===== src/rtl/rx_hdr_pkg.sv =====
package rx_hdr_pkg;
  localparam int unsigned ADDR_W    = 48;
  localparam int unsigned TYPE_W    = 16;
  localparam int unsigned HDR_BYTES = 22;
  localparam int unsigned LEN_W     = $clog2(HDR_BYTES + 1);
  localparam logic [TYPE_W-1:0] TPID_C = 16'h8100;

  typedef struct packed {
    logic       vlan;
    logic       prio_tag;
    logic [2:0] pcp;
    logic       cfi;
  } vlan_info_t;
endpackage


===== src/rtl/rx_hdr_cfg.sv =====
module rx_hdr_cfg #(
  parameter int unsigned N = 4,
  parameter int unsigned W = 48,
  localparam int unsigned IW = (N > 1) ? $clog2(N) : 1
) (
  input  logic                  clk_i,
  input  logic                  rst_ni,
  input  logic                  we_i,
  input  logic [IW-1:0]         idx_i,
  input  logic                  en_i,
  input  logic [W-1:0]          data_i,
  input  logic                  load_i,
  output logic [N-1:0]          act_en_o,
  output logic [N-1:0][W-1:0]   act_val_o
);
  logic [N-1:0]        stg_en_q;
  logic [N-1:0][W-1:0] stg_val_q;

  // staged writes reach the comparators only at start of frame
  always_ff @(posedge clk_i or negedge rst_ni) begin
    if (!rst_ni) begin
      stg_en_q  <= '0;
      stg_val_q <= '0;
      act_en_o  <= '0;
      act_val_o <= '0;
    end else begin
      if (we_i) begin
        stg_en_q[idx_i]  <= en_i;
        stg_val_q[idx_i] <= data_i;
      end
      if (load_i) begin
        act_en_o  <= stg_en_q;
        act_val_o <= stg_val_q;
      end
    end
  end
endmodule


===== src/rtl/rx_hdr_capture.sv =====
module rx_hdr_capture
  import rx_hdr_pkg::*;
(
  input  logic                          clk_i,
  input  logic                          rst_ni,
  input  logic                          valid_i,
  input  logic                          sof_i,
  input  logic                          eof_i,
  input  logic [7:0]                    data_i,
  output logic                          sof_o,
  output logic                          eof_o,
  output logic [HDR_BYTES-1:0][7:0]     hdr_o,
  output logic [LEN_W-1:0]              len_o
);
  logic [HDR_BYTES-1:0][7:0] hdr_q;
  logic [LEN_W-1:0]          pos_q, base_pos;
  logic                      in_frame_q, beat;

  assign beat  = valid_i && (sof_i || in_frame_q);
  assign sof_o = valid_i && sof_i;
  assign eof_o = beat && eof_i;

  // header view including the byte on the current beat
  always_comb begin
    hdr_o    = sof_i ? '0 : hdr_q;
    base_pos = sof_i ? '0 : pos_q;
    len_o    = base_pos;
    if (beat && (base_pos < LEN_W'(HDR_BYTES))) begin
      hdr_o[base_pos] = data_i;
      len_o           = base_pos + LEN_W'(1);
    end
  end

  always_ff @(posedge clk_i or negedge rst_ni) begin
    if (!rst_ni) begin
      hdr_q      <= '0;
      pos_q      <= '0;
      in_frame_q <= 1'b0;
    end else if (beat) begin
      hdr_q      <= hdr_o;
      pos_q      <= len_o;
      in_frame_q <= !eof_i;
    end
  end
endmodule


===== src/rtl/rx_hdr_prio_match.sv =====
module rx_hdr_prio_match #(
  parameter int unsigned N = 4,
  parameter int unsigned W = 48,
  localparam int unsigned IW = (N > 1) ? $clog2(N) : 1
) (
  input  logic [W-1:0]        key_i,
  input  logic [N-1:0]        en_i,
  input  logic [N-1:0][W-1:0] val_i,
  output logic                hit_o,
  output logic [IW-1:0]       idx_o
);
  // later entries override earlier: highest index wins
  always_comb begin
    hit_o = 1'b0;
    idx_o = '0;
    for (int i = 0; i < N; i++) begin
      if (en_i[i] && (val_i[i] == key_i)) begin
        hit_o = 1'b1;
        idx_o = IW'(i);
      end
    end
  end
endmodule


===== src/rtl/rx_hdr_classifier.sv =====
module rx_hdr_classifier
  import rx_hdr_pkg::*;
#(
  parameter int unsigned N_ADDR = 4,
  parameter int unsigned N_TYPE = 4,
  parameter logic [15:0] S_TPID = 16'h88A8,
  localparam int unsigned AIW   = (N_ADDR > 1) ? $clog2(N_ADDR) : 1,
  localparam int unsigned TIW   = (N_TYPE > 1) ? $clog2(N_TYPE) : 1,
  localparam int unsigned SEL_W = ((AIW > TIW) ? AIW : TIW) + 1
) (
  input  logic              clk_i,
  input  logic              rst_ni,
  input  logic              cfg_we_i,
  input  logic [SEL_W-1:0]  cfg_sel_i,
  input  logic              cfg_en_i,
  input  logic [ADDR_W-1:0] cfg_data_i,
  input  logic              vlan_stack_i,
  input  logic              rx_valid_i,
  input  logic              rx_sof_i,
  input  logic              rx_eof_i,
  input  logic [7:0]        rx_data_i,
  output logic              st_valid_o,
  output logic              st_bcast_o,
  output logic              st_addr_hit_o,
  output logic [AIW-1:0]    st_addr_idx_o,
  output logic              st_type_hit_o,
  output logic [TIW-1:0]    st_type_idx_o,
  output logic              st_vlan_o,
  output logic              st_prio_tag_o,
  output logic [2:0]        st_pcp_o,
  output logic              st_cfi_o
);
  logic                          sof, eof;
  logic [HDR_BYTES-1:0][7:0]     hdr;
  logic [LEN_W-1:0]              len;
  logic [N_ADDR-1:0]             a_en;
  logic [N_ADDR-1:0][ADDR_W-1:0] a_val;
  logic [N_TYPE-1:0]             t_en;
  logic [N_TYPE-1:0][TYPE_W-1:0] t_val;
  logic                          stack_q;

  rx_hdr_capture u_cap (
    .clk_i, .rst_ni,
    .valid_i (rx_valid_i), .sof_i (rx_sof_i), .eof_i (rx_eof_i), .data_i (rx_data_i),
    .sof_o (sof), .eof_o (eof), .hdr_o (hdr), .len_o (len)
  );

  rx_hdr_cfg #(.N(N_ADDR), .W(ADDR_W)) u_acfg (
    .clk_i, .rst_ni,
    .we_i   (cfg_we_i && !cfg_sel_i[SEL_W-1]),
    .idx_i  (cfg_sel_i[AIW-1:0]),
    .en_i   (cfg_en_i),
    .data_i (cfg_data_i),
    .load_i (sof),
    .act_en_o (a_en), .act_val_o (a_val)
  );

  rx_hdr_cfg #(.N(N_TYPE), .W(TYPE_W)) u_tcfg (
    .clk_i, .rst_ni,
    .we_i   (cfg_we_i && cfg_sel_i[SEL_W-1]),
    .idx_i  (cfg_sel_i[TIW-1:0]),
    .en_i   (cfg_en_i),
    .data_i (cfg_data_i[TYPE_W-1:0]),
    .load_i (sof),
    .act_en_o (t_en), .act_val_o (t_val)
  );

  always_ff @(posedge clk_i or negedge rst_ni) begin
    if (!rst_ni)  stack_q <= 1'b0;
    else if (sof) stack_q <= vlan_stack_i;
  end

  // field decode on the end-of-frame view
  logic [ADDR_W-1:0] dst;
  logic [15:0]       t12, t16, tci, type_key;
  logic              outer, inner, addr_ok, type_ok;
  vlan_info_t        vinfo;

  assign dst = {hdr[0], hdr[1], hdr[2], hdr[3], hdr[4], hdr[5]};
  assign t12 = {hdr[12], hdr[13]};
  assign t16 = {hdr[16], hdr[17]};
  assign addr_ok = len >= LEN_W'(6);
  assign outer = (len >= LEN_W'(14)) &&
                 ((t12 == TPID_C) || (stack_q && (t12 == S_TPID)));
  assign inner = stack_q && outer && (len >= LEN_W'(18)) && (t16 == TPID_C);
  assign tci   = stack_q ? {hdr[18], hdr[19]} : {hdr[14], hdr[15]};

  always_comb begin
    if (inner) begin
      type_key = {hdr[20], hdr[21]};
      type_ok  = len >= LEN_W'(22);
    end else if (outer) begin
      type_key = t16;
      type_ok  = len >= LEN_W'(18);
    end else begin
      type_key = t12;
      type_ok  = len >= LEN_W'(14);
    end
    vinfo = '0;
    if (stack_q ? (inner && (len >= LEN_W'(20))) : (outer && (len >= LEN_W'(16)))) begin
      vinfo.vlan     = 1'b1;
      vinfo.prio_tag = (tci[11:0] == 12'h000);
      vinfo.pcp      = tci[15:13];
      vinfo.cfi      = tci[12];
    end
  end

  logic           a_hit, t_hit;
  logic [AIW-1:0] a_idx;
  logic [TIW-1:0] t_idx;

  rx_hdr_prio_match #(.N(N_ADDR), .W(ADDR_W)) u_amatch (
    .key_i (dst), .en_i (a_en), .val_i (a_val), .hit_o (a_hit), .idx_o (a_idx)
  );

  rx_hdr_prio_match #(.N(N_TYPE), .W(TYPE_W)) u_tmatch (
    .key_i (type_key), .en_i (t_en), .val_i (t_val), .hit_o (t_hit), .idx_o (t_idx)
  );

  always_ff @(posedge clk_i or negedge rst_ni) begin
    if (!rst_ni) begin
      st_valid_o    <= 1'b0;
      st_bcast_o    <= 1'b0;
      st_addr_hit_o <= 1'b0;
      st_addr_idx_o <= '0;
      st_type_hit_o <= 1'b0;
      st_type_idx_o <= '0;
      st_vlan_o     <= 1'b0;
      st_prio_tag_o <= 1'b0;
      st_pcp_o      <= '0;
      st_cfi_o      <= 1'b0;
    end else begin
      st_valid_o <= eof;
      if (eof) begin
        st_bcast_o    <= addr_ok && (&dst);
        st_addr_hit_o <= addr_ok && a_hit;
        st_addr_idx_o <= (addr_ok && a_hit) ? a_idx : '0;
        st_type_hit_o <= type_ok && t_hit;
        st_type_idx_o <= (type_ok && t_hit) ? t_idx : '0;
        st_vlan_o     <= vinfo.vlan;
        st_prio_tag_o <= vinfo.prio_tag;
        st_pcp_o      <= vinfo.pcp;
        st_cfi_o      <= vinfo.cfi;
      end
    end
  end
endmodule


===== config.mk =====
export PLATFORM = sky130hd
export DESIGN_NAME = rx_hdr_classifier
export DESIGN_NICKNAME = d
export VERILOG_FILES = /design/src/rtl/rx_hdr_pkg.sv /design/src/rtl/rx_hdr_cfg.sv /design/src/rtl/rx_hdr_capture.sv /design/src/rtl/rx_hdr_prio_match.sv /design/src/rtl/rx_hdr_classifier.sv
export SDC_FILE = /design/constraint.sdc
export NUM_CORES = 1
export LEC_CHECK = 0
export ABC_AREA = 1
export BUFFER_PORTS_ARGS = -buffer_cell sky130_fd_sc_hd__buf_2
export CORE_MARGIN = 2
export CORE_UTILIZATION = 50
export DETAILED_ROUTE_END_ITERATION = 8
export PLACE_DENSITY_LB_ADDON = 0.25
export REMOVE_ABC_BUFFERS = 1
export SLEW_MARGIN = 20
export SYNTH_ARGS = -nofsm -noshare
export SYNTH_HDL_FRONTEND = slang
export SYNTH_SLANG_ARGS = --single-unit

===== constraint.sdc =====
create_clock -name clk_i -period 7.3 [get_ports clk_i]
set_input_delay 0.365 -clock clk_i [delete_from_list [all_inputs] [get_ports clk_i]]
set_output_delay 0.365 -clock clk_i [all_outputs]
set_load 0.03 [all_outputs]

# Yosys cells after proc, flatten, opt, wreduce, memory -nomap -nowiden
# Index checks and enable logic that the tools add are counted.
# op_classes
order_cmp	11
mux	40
n_eq_ne	11
reduce_logical	32
addsub	1
# op_table
operator	n
176-bit two-way mux	2
192-bit bitwise mux	1
48-bit equality test	4
176-bit bitwise mux	1
48-bit demux with 2-bit select	1
64-bit bitwise mux	1
16-bit equality test	4
16-bit two-way mux	4
16-bit equality test (second input constant)	3
48-bit two-way mux	1
48-bit AND reduction	1
8-bit demux with 5-bit select	1
16-bit demux with 2-bit select	1
1-bit logical AND	26
5-bit >= comparator (second input constant)	4
1-bit two-way mux	14
12-bit logical NOT	1
2-bit two-way mux	6
5-bit two-way mux	2
4-bit bitwise mux	2
8-bit two-way mux	1
5-bit by 6-bit less-than comparator with 1-bit output (second input constant)	1
6-bit two-way mux	1
5-bit by 1-bit adder with 5-bit output (second input constant)	1
9 further kinds	11
# totals
word_cells	150
output_inout_bits	14
register_bits	725
in_bits	67

# Depth between registers and ports, before layout
# Gate-level depths: netlist of run 1.
# depth
ltp_word	23
depth_mapped	34
ltp_nobuf	30

# By module
# A second synthesis of run 1 with hierarchy kept.
# unflattened
hier_cells	5289
hier_area_um2	38777.2
# modules_own_cells
mod	instances	cells_per_inst	area_each_um2
rx_hdr_cfg (u_acfg)	1	1697	15528.6
rx_hdr_capture	1	1658	11751.3
rx_hdr_cfg (u_tcfg)	1	589	5472.7
rx_hdr_prio_match (u_amatch)	1	806	3306.9
rx_hdr_classifier	1	268	1585.3
rx_hdr_prio_match (u_tmatch)	1	271	1132.3

# Least setup slack after synthesis of run 1
# Ideal clock, no wire load.
# synth_timing
path_type	input -> register
from	in rx_sof_i
to	reg st_type_idx_o[0]
setup_time_ns	0.066
path_buffers	6
cell_stages	29
arrival_ns	3.636
path_slack_ns	3.598
cell_sequence	buf_6 > buf_2 > buf_1 > nor2_1 > inv_1 > ha_1 > clkbuf_1 > nand3_2 > nor2_4 > nand2_1 > a21oi_1 > nand2_1 > nor2_2 > buf_4 > nand3_2 > nor2_4 > buf_4 > nand2_1 > nand3_1 > nand2_1 > nor2_1 > nand2_1 > nor2_1 > nand2_1 > nand2_1 > nand2_1 > nand2_1 > nand2_1 > nand2_1
# synth_via
elab_chain_cells	23
elab_cells_between_ends	49
classes_between	1 x add/sub; 6 x order compare; 7 x eq/ne; 19 x mux; 16 x reduce/logical
# synth_lines
item	line	rtl
from (decl)	rx_hdr_classifier.sv:19	input logic rx_sof_i,
5-bit two-way mux	rx_hdr_capture.sv:26	base_pos = sof_i ? '0 : pos_q;
5-bit by 6-bit less-than comparator with 1-bit output (not written as such) / 5-bit by 1-bit >= comparator with 1-bit output (equally long branches)	rx_hdr_capture.sv:29	hdr_o[base_pos] = data_i;
1-bit logical AND (not written as such)	rx_hdr_capture.sv:29	
8-bit two-way mux (not written as such)	rx_hdr_capture.sv:29	
8-bit demux with 5-bit select	n/a	
176-bit bitwise mux	rx_hdr_capture.sv:29	
176-bit two-way mux	rx_hdr_capture.sv:28	if (beat && (base_pos < LEN_W'(HDR_BYTES))) begin
16-bit equality test	rx_hdr_classifier.sv:84	((t12 == TPID_C) || (stack_q && (t12 == S_TPID)));
[2 not listed]	n/a	
1-bit logical AND	rx_hdr_classifier.sv:83	assign outer = (len >= LEN_W'(14)) &&
1-bit logical AND (3 in series)	rx_hdr_classifier.sv:85	assign inner = stack_q && outer && (len >= LEN_W'(18)) && (t16 == TPID_C);
16-bit two-way mux	rx_hdr_classifier.sv:89	if (inner) begin
16-bit equality test	rx_hdr_prio_match.sv:17	if (en_i[i] && (val_i[i] == key_i)) begin
1-bit logical AND	rx_hdr_prio_match.sv:17	
1-bit two-way mux (4 in series)	rx_hdr_prio_match.sv:17	
1-bit logical AND	rx_hdr_classifier.sv:139	st_type_idx_o <= (type_ok && t_hit) ? t_idx : '0;
2-bit two-way mux	rx_hdr_classifier.sv:139	
to (signal assigned)	rx_hdr_classifier.sv:139	
to (decl)	rx_hdr_classifier.sv:27	output logic [TIW-1:0] st_type_idx_o,
# Several ways; a longest one is shown, not always the timed one.
# A chain may end at the register's enable or synchronous reset.

# Final worst setup path of run 1
# Ends and elaborated chain as after synthesis.

==> out/qor.txt, run 1 <==
status: finished clean
Die Ht: 254.9 um
register area share after synthesis: 0.5381
Synth Register Bits: 677
# hold bufs at CTS: 17
number of DRC markers in iteration 0: 3122
fin crit period: 4.988 ns
Syn Area/Cell: 8.353 sq um
Multi-input gate area: 12550 sq um
VDD IR max: 0.1992 mV
Layout Nets: 3874
DR vias: 26441
skew final: 0.02099 ns
Detailed Routing Iterations Pass 1: 6
Max Cap Violations: 0
Reg-to-Reg End: st_type_idx_o[0]
GP Congestion: 0.9946
Max Fclk: 200.5 MHz
Post-Layout Cell Count: 4700
Inserted Clock Buffers: 76
area delta synth->final: 12.19%
hold_ws: 0.02404 ns
P per Cell Area: 294.3 nW/um^2
clk buf depth: 3
die area: 64990 sq um
internal reg-to-reg setup slack: 2.49 ns
synth warn: 0
Die W: 254.9 um
fill cell count: 5720
largest net degree at the start of global routing: 208
total track usage: 0.3055
initial antenna violation count: 2
Hold Path Class: in2reg
share of layout cells above drive strength 1: 0.1005
CTS clock-pin slew for the worst setup and hold paths: 0.06 ns
vias in the first global route: 24697
final core utilization: 0.5703
Crit Path Max Fanout: 49
FF-to-FF Start: u_cap.pos_q[2]
post-DR vias/cell: 5.626
worst-margin pin slew: 1.081 ns
Worst setup EP type: flop
num rows: 91
placed cell count: 4545
cells after synthesis: 3769
clk sink count: 677
Startpoint Class: primary input
Resized Gates After CTS: 0
clk root buf: clkbuf_16
WP data arrival: 5.54 ns
WHS Path Cells: 3
first-pass GRT wire length: 150600 um
post-CTS setup buffers: 0
clock latency on the worst-skew pair: 0.63 ns
# setup viols final: 0
Final Cycle Share: 0.6833
Slew Viols, Final: 0
Boundary Pins: 81
post-synth design cell area: 31480 sq um
Buffers on Ports: 80
most frequent cells in the layout: 988 x nand2_1, 677 x dfrtp_1, 437 x o21ai_0
RSZ-0062 raised after global routing: false
htree depth: 3
Worst EP required: 7.85 ns
post-DP HPWL: 66270 um
Wirelength per Cell: 20.75 um
Starting Density: 0.5083
gr ovfl total: 0
Reg area: 16940 sq um
worst setup path category: in2reg
Post-Route WL: 97540 um
Routed Antenna Nets: 0
CTS tree: yes
count of final hold-check violations: 0
slew margin rel.: 0.2744
Synth cell types: 46
core area: 61940 sq um
commonest non-fill, non-tap cell in the layout: nand2_1
FF-to-FF path depth: 25
# DRC: 0
Leak: 17.54 nW
worst hold endpoint: u_tcfg.stg_val_q[62]
hold_sp: cfg_data_i[14]
worst max-delay path, stage by stage:
cell and delay [ns]:
buf_2 0.48, inv_4 0.38, nand3_2 0.17, nand2_2 0.09, a21oi_4 0.69, nand2_1 0.30, nor2_4 0.23, inv_2 0.11
nand2_1 0.15, inv_2 0.07, nand2_1 0.14, inv_2 0.06, nor2_2 0.34, nand2_2 0.41, o21ai_2 0.39, nand2_1 0.19
nand2_1 0.09, nand2_1 0.05, nor2_1 0.12, nand2_1 0.07, nor2_1 0.16, nand2_1 0.09, nand2_1 0.07, nand2_1 0.08
nand2_1 0.11, nand2_1 0.05, nand2_1 0.05
synthesized netlist by cell type (all sizes together):
cell	number	area share
mux2	88	0.031
o211ai	1	0.00024
o2bb2ai	1	0.00028
o31ai	2	0.00048
o41ai	2	0.00056
ha	4	0.0016
buf	40	0.0066
nor4	18	0.0036
nand3b	6	0.0014
a21oi	169	0.027
nand2	1002	0.12
or2	1	0.00020
a2111oi	1	0.00028
and3	2	0.00040
nor3	13	0.0021
o21a	12	0.0029
clkbuf	142	0.017
xor2	72	0.020
nor2	329	0.041
a211oi	2	0.00048
a31oi	7	0.0014
o22ai	60	0.012
o2111ai	7	0.0019
a221oi	15	0.0042
nand3	204	0.033
inv	353	0.042
nand4	35	0.0070
o21ai	498	0.081
xnor2	4	0.0011
clkinv	1	0.00012
dfrtp	677	0.54
a22o	1	0.00028
layout make-up:
type | instances | area share
Timing Repair Buffer | 138 | 0.02692
Sequential cell | 677 | 0.4796
Inverter | 354 | 0.03769
Tap cell | 837 | 0.02965
Antenna cell | 2 | 0.0001417
Clock inverter | 20 | 0.005880
Multi-Input combinational cell | 2556 | 0.3554
Clock buffer | 116 | 0.06465
state kept, by name, indices dropped and copies added (netlist names):
register	flops
u_acfg.act_val_o	192
u_acfg.stg_val_q	192
u_cap.hdr_q	128
u_tcfg.act_val_o	64
u_tcfg.stg_val_q	64
u_cap.pos_q	5
u_acfg.act_en_o	4
u_acfg.stg_en_q	4
u_tcfg.act_en_o	4
u_tcfg.stg_en_q	4
st_pcp_o	3
st_addr_idx_o	2
st_type_idx_o	2
st_addr_hit_o	1
st_bcast_o	1
st_cfi_o	1
st_prio_tag_o	1
st_type_hit_o	1
st_valid_o	1
st_vlan_o	1
stack_q	1
u_cap.in_frame_q	1
report_power, final:
part / internal, W / leakage, nW / switching, W
logic: 0.000614 / 7.79 / 0.00115
registers: 0.00437 / 8.52 / 0.000444
clock network: 0.00224 / 1.23 / 0.00158
total: 0.00722 / 17.5 / 0.00317
worst max path at each step:
stage	startpoint	to	cells past startpoint
global placement	rx_sof_i	st_type_idx_o[0]	27
finish	rx_sof_i	st_type_idx_o[0]	27
floorplan	rx_sof_i	u_acfg.act_en_o[0]	2
detailed placement	rx_sof_i	st_type_idx_o[0]	27
CTS	rx_sof_i	st_type_idx_o[0]	27
global route	rx_sof_i	st_type_idx_o[0]	27
logic make-up (layout without fill, tap and decap cells):
logic type               after synthesis  after routing  synth area share
AND/OR/NAND/NOR                     1610           1610            0.2091
AO/OA/AOI/OAI                        778            778            0.1328
flip-flops                           677            677            0.5381
buffers and inverters                536            628           0.06581
multiplexers                          88             88           0.03147
XOR/XNOR                              76             76           0.02114
adder cells (fa/ha/maj)                4              4          0.001590
other                                  0              2                 0
routing by layer:
layer  GRT usage  vias to the layer above  part of all wire  routed length (um)
met4      0.1225                        0             0.040                3934
met3     0.05949                      219             0.085                8292
met1      0.4336                    12777              0.43               41700
met5           0                        -                 0                   0
met2      0.4628                     1098              0.45               43620
li1            -                    12347                 -                   -
through the flow:
step	cell area [sq um]	worst slack, ns	TNS (ns)	power, W
after floorplan	30740	-1.363	-294.54	0.005861
after global placement	32630	1.911	0	0.006542
after detailed placement	32630	1.819	0	0.006580
after CTS	35290	2.440	0	0.01040
after global routing	35320	1.822	0	0.01084
final	35320	2.312	0	0.01040
Power figures use the tool's default switching activity.
==> inputs of run 2 (changes only) <==
==> constraint.sdc (replaced) <==
create_clock -name clk_i -period 4.8 [get_ports clk_i]
set_input_delay 0.24 -clock clk_i [delete_from_list [all_inputs] [get_ports clk_i]]
set_output_delay 0.24 -clock clk_i [all_outputs]
set_load 0.03 [all_outputs]
==> run 2 against run 1 <==
Critical path depth unchanged. Critical path type is now reg2reg. Total power grew 51%. Wire length rose by 0.23%. Sequential power is 51% higher. Global-route usage is 0.22 points higher. Die area unchanged. Clock skew fell by 0.0034 ns. Worst setup slack lost 2.0 ns. Design area grew 1.1%.
==> out/qor.txt, run 2 (same netlist as run 1, synthesis figures left out) <==
total track usage: 0.3076
clk buf depth: 3
Worst EP required: 5.36 ns
Leak: 17.74 nW
fin area: 35720 sq um
num rows: 91
CTS tree: yes
area delta synth->final: 13.46%
count of final hold-check violations: 0
Crit-path slowest cell: ha_1
Worst Setup SP: u_cap.pos_q[0]
Post-Route WL: 97770 um
Buffers on Ports: 80
Boundary Pins: 81
Inserted Clock Buffers: 74
DR vias: 26475
Top Registers: u_acfg.act_val_o x192, u_acfg.stg_val_q x192, u_cap.hdr_q x128
pre-CTS WS: 0.3145 ns
fin crit period: 4.456 ns
Die Ht: 254.9 um
vias in the first global route: 24962
number of DRC markers in iteration 0: 3009
RSZ-0062 raised after global routing: false
worst setup path category: reg2reg
htree depth: 3
Die W: 254.9 um
FF-to-FF Start: u_cap.pos_q[0]
first-pass GRT wire length: 151400 um
core area: 61940 sq um
Hold Path Class: in2reg
final critical-path setup slack: 0.3443 ns
Critical path buffers and inverters: 2
VDD IR max: 0.3789 mV
# setup viols final: 0
Post-Layout Cell Count: 4749
Startpoint Class: flop
post-DR vias/cell: 5.575
clock latency on the worst-skew pair: 0.63 ns
Final Cycle Share: 0.9283
placed cell count: 4565
Slew Viols, Final: 0
Routed Antenna Nets: 0
status: finished clean
skew final: 0.01761 ns
most frequent cells in the layout: 988 x nand2_1, 677 x dfrtp_1, 437 x o21ai_0
gr ovfl total: 0
worst-margin pin slew: 1.188 ns
clk sink count: 677
slew margin rel.: 0.1998
Wirelength per Cell: 20.59 um
n_diodes: 0
CTS clock-pin slew for the worst setup and hold paths: 0.06 ns
largest net degree at the start of global routing: 152
Crit Path Max Fanout: 22
GP Congestion: 0.9849
initial antenna violation count: 0
Max Cap Violations: 0
P per Cell Area: 438.2 nW/um^2
hold_ws: 0.06193 ns
commonest non-fill, non-tap cell in the layout: nand2_1
hold_sp: rx_data_i[7]
# DRC: 0
die area: 64990 sq um
placed inst area: 32810 sq um
Max Fclk: 224.4 MHz
clk root buf: clkbuf_16
Worst setup EP type: flop
CP delay by family, top: simple AND/OR/NAND/NOR gates
Layout Nets: 3927
delay of the slowest critical-path stage: 0.45 ns
Starting Density: 0.5083
post-CTS setup buffers: 0
WP data arrival: 5.01 ns
post-DP HPWL: 66940 um
share of layout cells above drive strength 1: 0.1028
most used cell, CP: nand2_1
Detailed Routing Iterations Pass 1: 6
==> run 2: changes by cell type in the layout (fill, tap and decap cells not counted), moves of 3 or more <==
cell           before  now
dlygate4sd3_1      17   52
buf_4              36   53
clkbuf_8           21   14
inv_6               2    6
buf_12              5    8
clkinv_2            9   12
==> run 2: metrics by stage <==
stage	power [W]	util	setup TNS, ns
floorplan	0.008913	-	-935.74
global placement	0.009926	0.5298	0
detailed placement	0.009987	0.5298	0
CTS	0.01565	0.5765	0
global route	0.01632	0.5767	0
finish	0.01565	0.5767	0
==> run 2: final timing paths <==
path / to / slack (ns) / cells after the start
max in group asynchronous: u_cap.hdr_q[156] / 3.39 / 3
hold / removal: u_cap.hdr_q[103] / 0.06 / 3
setup reg to reg: st_type_idx_o[0] / 0.34 / 27
min in group asynchronous: u_acfg.stg_val_q[172] / 0.25 / 2
setup / recovery: st_type_idx_o[0] / 0.34 / 27
hold reg to reg: st_addr_idx_o[0] / 0.47 / 2
==> run 2: power breakdown <==
part / total [W] / switching [W] / internal, W
Combinational: 0.00272 / 0.00176 / 0.000962
Clock: 0.00565 / 0.00242 / 0.00323
Sequential: 0.00728 / 0.000629 / 0.00665
Total: 0.0157 / 0.00481 / 0.0108
==> run 2: layout make-up <==
class / instances / area [sq um]
Fill cell: 5624 / 26220
Sequential cell: 677 / 16940
Multi-Input combinational cell: 2556 / 12540
Clock buffer: 108 / 2141
Timing Repair Buffer: 193 / 1489
Inverter: 354 / 1331
Tap cell: 837 / 1047
Clock inverter: 24 / 231.5
==> run 2: worst min-delay path, stage by stage <==
cell and delay [ns]:
buf_2 0.19, nand2_1 0.14, a31oi_1 0.08
==> run 2: timing repair <==
action | CTS | global route
hold buffers | 52 | 0
gates resized for setup | 0 | 0
hold endpoints to repair | 234 | 0
==> run 2: routing by layer <==
| metal | vias up | wire length [um] | track usage |
|---|---|---|---|
| met2 | 1068 | 42340 | 0.4567 |
| met3 | 259 | 7739 | 0.06315 |
| li1 | 12436 | - | - |
| met1 | 12712 | 43050 | 0.4412 |
| met5 | - | 0 | 0 |
| met4 | 0 | 4641 | 0.1280 |
